==> config.mk <==
export PLATFORM = sky130hd
export DESIGN_NAME = noise_voice
export DESIGN_NICKNAME = d
export VERILOG_FILES = /design/src/rtl/noise_voice.sv
export SDC_FILE = /design/constraint.sdc
export NUM_CORES = 1
export LEC_CHECK = 0
export BUFFER_PORTS_ARGS = -buffer_cell sky130_fd_sc_hd__clkbuf_2
export CAP_MARGIN = 30
export CORE_ASPECT_RATIO = 1.25
export CORE_MARGIN = 3
export CORE_UTILIZATION = 65
export DETAILED_ROUTE_END_ITERATION = 16
export PLACE_DENSITY = 0.91
export SYNTH_ARGS = -nofsm -noshare
export SYNTH_HDL_FRONTEND = slang
export SYNTH_SLANG_ARGS = --single-unit
==> constraint.sdc <==
create_clock -name clk -period 6.3 [get_ports clk]
set_input_delay 0 -clock clk [delete_from_list [all_inputs] [get_ports clk]]
set_output_delay 0 -clock clk [all_outputs]
set_load 0.005 [all_outputs]
==> src/rtl/noise_voice.sv <==
`timescale 1ns/1ps
module noise_voice #(
  parameter int LFSR_W = 15,
  parameter int VOL_W  = 4,
  parameter int LEN_W  = 6,
  parameter int TMR_W  = 20
) (
  input  logic             clk,
  input  logic             rst_n,
  input  logic             wr_en,
  input  logic [1:0]       wr_addr,
  input  logic [7:0]       wr_data,
  input  logic [1:0]       rd_addr,
  output logic [7:0]       rd_data,
  input  logic             unit_tick,
  input  logic             len_tick,
  input  logic             env_tick,
  output logic             active,
  output logic [VOL_W-1:0] level,
  output logic [VOL_W-1:0] sample
);
  localparam int LEN_CW = LEN_W + 1;
  localparam logic [LEN_CW-1:0] LEN_FULL = LEN_CW'(1 << LEN_W);
  localparam logic [VOL_W-1:0]  VOL_MAX  = '1;

  logic [7:0]        env_reg, poly_reg;
  logic              len_en;
  logic [LFSR_W-1:0] lfsr;
  logic [LEN_CW-1:0] len_cnt;
  logic [2:0]        env_cnt;
  logic [TMR_W-1:0]  tmr;

  wire trig     = wr_en && wr_addr == 2'd3 && wr_data[7];
  wire [3:0] shf = poly_reg[7:4];
  wire [2:0] rat = poly_reg[2:0];
  wire short_md = poly_reg[3];
  wire frozen   = shf >= 4'd14;

  wire [TMR_W-1:0] base   = (rat == 3'd0) ? TMR_W'(1) : TMR_W'({rat, 1'b0});
  wire [TMR_W-1:0] period = base << (shf + 4'd1);

  wire fb = lfsr[0] ^ lfsr[1];
  logic [LFSR_W-1:0] lfsr_nxt;
  always_comb begin
    lfsr_nxt = {fb, lfsr[LFSR_W-1:1]};
    if (short_md) lfsr_nxt[6] = fb;
  end

  wire tmr_hit = active && unit_tick && tmr == '0;
  wire do_shift = tmr_hit && !frozen && !trig;

  always_ff @(posedge clk) begin
    if (!rst_n) begin
      env_reg  <= '0;
      poly_reg <= '0;
      len_en   <= 1'b0;
    end else if (wr_en) begin
      case (wr_addr)
        2'd1: env_reg  <= wr_data;
        2'd2: poly_reg <= wr_data;
        2'd3: len_en   <= wr_data[6];
        default: ;
      endcase
    end
  end

  always_ff @(posedge clk) begin
    if (!rst_n) begin
      lfsr <= '1;
      tmr  <= '0;
    end else if (trig) begin
      lfsr <= '1;
      tmr  <= period - TMR_W'(1);
    end else if (active && unit_tick) begin
      if (tmr == '0) begin
        tmr <= period - TMR_W'(1);
        if (!frozen) lfsr <= lfsr_nxt;
      end else begin
        tmr <= tmr - TMR_W'(1);
      end
    end
  end

  always_ff @(posedge clk) begin
    if (!rst_n) begin
      active  <= 1'b0;
      len_cnt <= '0;
    end else if (trig) begin
      active <= 1'b1;
      if (len_cnt == '0) len_cnt <= LEN_FULL;
    end else if (wr_en && wr_addr == 2'd0) begin
      len_cnt <= LEN_FULL - LEN_CW'(wr_data[LEN_W-1:0]);
    end else if (len_tick && len_en && len_cnt != '0) begin
      len_cnt <= len_cnt - LEN_CW'(1);
      if (len_cnt == LEN_CW'(1)) active <= 1'b0;
    end
  end

  always_ff @(posedge clk) begin
    if (!rst_n) begin
      level   <= '0;
      env_cnt <= '0;
    end else if (trig) begin
      level   <= env_reg[7:4];
      env_cnt <= env_reg[2:0];
    end else if (env_tick && env_reg[2:0] != 3'd0) begin
      if (env_cnt <= 3'd1) begin
        env_cnt <= env_reg[2:0];
        if (env_reg[3] && level != VOL_MAX) level <= level + VOL_W'(1);
        else if (!env_reg[3] && level != '0) level <= level - VOL_W'(1);
      end else begin
        env_cnt <= env_cnt - 3'd1;
      end
    end
  end

  assign sample = (active && !lfsr[0]) ? level : '0;

  always_comb begin
    case (rd_addr)
      2'd1:    rd_data = env_reg;
      2'd2:    rd_data = poly_reg;
      2'd3:    rd_data = {1'b1, len_en, 6'h3F};
      default: rd_data = 8'hFF;
    endcase
  end

  a_r4_trigger_state: assert property (@(posedge clk) disable iff (!rst_n)
    trig |=> (lfsr == '1 && active));
  a_r6_frozen_hold: assert property (@(posedge clk) disable iff (!rst_n)
    (frozen && !wr_en) |=> $stable(lfsr));
  a_r3_short_mirror: assert property (@(posedge clk) disable iff (!rst_n)
    (do_shift && short_md) |=> lfsr[6] == lfsr[LFSR_W-1]);
  a_r7_level_step: assert property (@(posedge clk) disable iff (!rst_n)
    !trig |=> (level == $past(level) || level == $past(level) + VOL_W'(1)
               || level == $past(level) - VOL_W'(1)));
  a_r8_stop_on_tick: assert property (@(posedge clk) disable iff (!rst_n)
    (active && !len_tick) |=> active);
endmodule

==> impl_metrics.tcl <==
set metrics [dict create \
    clock_path_buffers 2 \
    ff_latch_area_sq_um 1340 \
    nets 684 \
    synth_area_sq_um 4720 \
    pin_count 35 \
    drt-pass1-iter-count 5 \
    hold_ws_ns -0.00197 \
    synth.largest_area_cell "dfxtp_1" \
    synth_top_flop_cell "dfxtp_1" \
    setup_viol 0 \
    antenna_left 0 \
    gr-total-overflow 0 \
    ys_seq_area_share_pct 28.4 \
    critPathRequiredTime_ns 6.56 \
    regMostFlops "tmr" \
    drive_gt1_share_pct 11.2 \
    p_per_area_nw_per_um2 278 \
    dieArea_sq_um 8330 \
    num_rows 34 \
    startpoint_type "flip-flop" \
    drt_iter0_drc 440 \
    initial_core_util_pct 67.3 \
    htreeDepth 3 \
    maxSlewViolCount 0 \
    fill_cells 545 \
    die_x_um 82.2 \
    synth_top_area_share_pct 28.4 \
    status "finished, violations left" \
    largest_reg_flops 20 \
    wirelength_mm 13.7 \
    route.detailed.drc 0 \
    grt_first_pass_wirelength_mm 21.6 \
    numCtsBuffers 9 \
    via_count 4932 \
    crit_path_end_kind "flip-flop" \
    p_leak_nw 2.04 \
    min_path_type "in2reg" \
    clk_pin_slew_worst_paths_ns 0.09 \
    worstHoldStart "wr_data[3]" \
    root_buffer "clkbuf_8" \
    async_reset_ff_share_pct 0 \
    die_h_um 101 \
    io_buffers 34 \
    holdPathStages 3 \
    drv_cap 0 \
    rsz0062_at_grt "no" \
    vias_per_cell 6.59 \
    period_minus_slack_ns 3.82 \
    synth.area.top_cells "dfxtp_1, nor2_1, mux2i_1" \
    synth-edff-count 0 \
    grt_max_degree 42 \
    antenna_cells 0 \
    clock_latency_ns 0.36 \
    skew_ns 0.0189 \
    cp_max_fo 25 \
    core_sq_um 7020 \
    grt_pass1_vias 4623 \
    area_delta_synth_final_pct 8.77 \
    dp_hpwl_mm 9.37 \
    cp.arrival_ns 4.09 \
    synth_common_cells "nor2_1, nand2_1, dfxtp_1, a21oi_1, o21ai_0" \
    gp_congestion 0.935 \
    syn_inst 632 \
    avgSynthCellArea_sq_um 7.47 \
    synth.most_common_cell "nor2_1" \
    finalHoldViolations 1 \
    fin_tns_setup_ns 0 \
    wire_per_inst_um 18.3 \
    violations "hold timing" \
    worstReg2RegEnd "tmr[11]" \
    grt_use_total_pct 33.3 \
    cts.sinks 67 \
    antenna_found_initial 0 \
    cts_tree "yes" \
    fin_crit_sh_pct 60.7 \
    worst_pin_slew_ns 0.836 \
    max_slew_margin_pct 44.1 \
    reg2reg_from "poly_reg[4]" \
    r2r_slack_ns 2.48 \
    yosysWarningCount 0 \
    vdd_ir_drop_max_v 0.000189 \
    ys_seq_elements 67 \
    synth_nets 663 \
    ys_types 77 \
    reg2reg_depth 9 \
    multi_input_area_sq_um 3160 \
    reg_top3 "tmr (20), lfsr (15)" \
    hold_path_end "env_reg[3]" \
    crit_type "reg2reg" \
    timing.fmax_mhz 262 \
]
report_power, final:
group          switching [mW]  internal, mW
clock                   0.199         0.189
sequential             0.0344         0.446
combinational           0.359         0.202
total                   0.593         0.837
worst max-delay path by stage:
stage | start | endpoint | slack (ns) | cells after the start
after floorplan | poly_reg[4] | tmr[8] | 3.42 | 12
after global placement | poly_reg[4] | tmr[11] | 2.70 | 9
after detailed placement | poly_reg[4] | tmr[11] | 2.58 | 9
after CTS | poly_reg[4] | tmr[18] | 2.56 | 9
after global routing | poly_reg[4] | tmr[11] | 2.15 | 9
final | poly_reg[4] | tmr[11] | 2.48 | 9
cell families after synthesis:
logic type,count (synthesis),share of synthesized area (%)
AOI/OAI and AO/OA,181,25.2
DFF,67,28.4
buffers and inverters,50,4.77
muxes,31,6.60
and+or+nand+nor,270,27.7
adders and majority gates,13,3.60
xor gates and xnor gates,20,3.71
routing by layer:
metal  track usage (%)  share of wire (%)  vias up
met2              59.1                 51      226
li1                  -                  -     2341
met1              37.3                 39     2318
met4              18.5                4.2        0
met5                 0                  0        -
met3              4.98                6.1       47
per-stage QoR:
step | util, % | power [mW] | cells | cell area (sq um) | setup slack (ns)
floorplan | - | 0.892 | 632 | 4720 | 3.42
CTS | 73.2 | 1.41 | 748 | 5140 | 2.56
finish | 73.2 | 1.43 | 748 | 5140 | 2.48
global route | 73.2 | 1.49 | 748 | 5140 | 2.15
detailed placement | 69.7 | 1.02 | 728 | 4890 | 2.58
global placement | 69.7 | 1.01 | 728 | 4890 | 2.70
worst max-delay path, stage by stage, from the launching register on:
cell	delay, ns
dfxtp_1	0.85
inv_1	0.22
ha_1	0.73
xor2_1	0.16
a21boi_0	0.42
nand2_1	0.29
o31ai_1	0.42
o211ai_1	0.24
mux2i_1	0.17
a22o_1	0.23
final cells by class:
class | count | area share [%]
multi-input combinational | 515 | 61.6
sequential | 67 | 26.1
timing repair buffer | 44 | 4.97
clock buffer | 9 | 2.41
tap | 90 | 2.19
clock inverter | 7 | 1.56
inverter | 16 | 1.17
cell usage in the layout, fill, tap and decap left out, drive strengths merged, types with 2 or more instances in the layout:
cell	synthesis	final
a31oi	7	7
and2	7	7
a22o	3	3
nand2	80	80
o211ai	5	5
or3	7	7
dfxtp	67	67
o31ai	5	5
nand4	5	5
clkbuf	22	43
inv	15	19
nand3b	6	6
a22oi	2	2
nor3b	6	6
a21oi	59	59
nor4	9	9
dlygate4sd3	0	4
nand2b	11	11
o21ai	41	41
mux2i	30	30
a221oi	4	4
ha	12	12
nand3	19	19
o22a	8	8
clkinv	1	2
xnor2	13	13
o41ai	4	4
nor3	21	21
o221a	2	2
xor2	7	7
a211oi	9	9
o21a	2	2
and3	7	7
a21boi	2	2
o22ai	5	5
a311oi	3	3
nor2	82	82
o221ai	3	3
buf	12	6
or4	3	3
timing repair:
| item | 4_1_cts | 5_1_grt |
|---|---|---|
| hold buffers | 4 | 0 |
| hold endpoints to repair | 8 | 0 |
| setup buffers | 0 | 0 |
| gates resized for setup | 0 | 0 |
(Power assumes the default switching activity.)
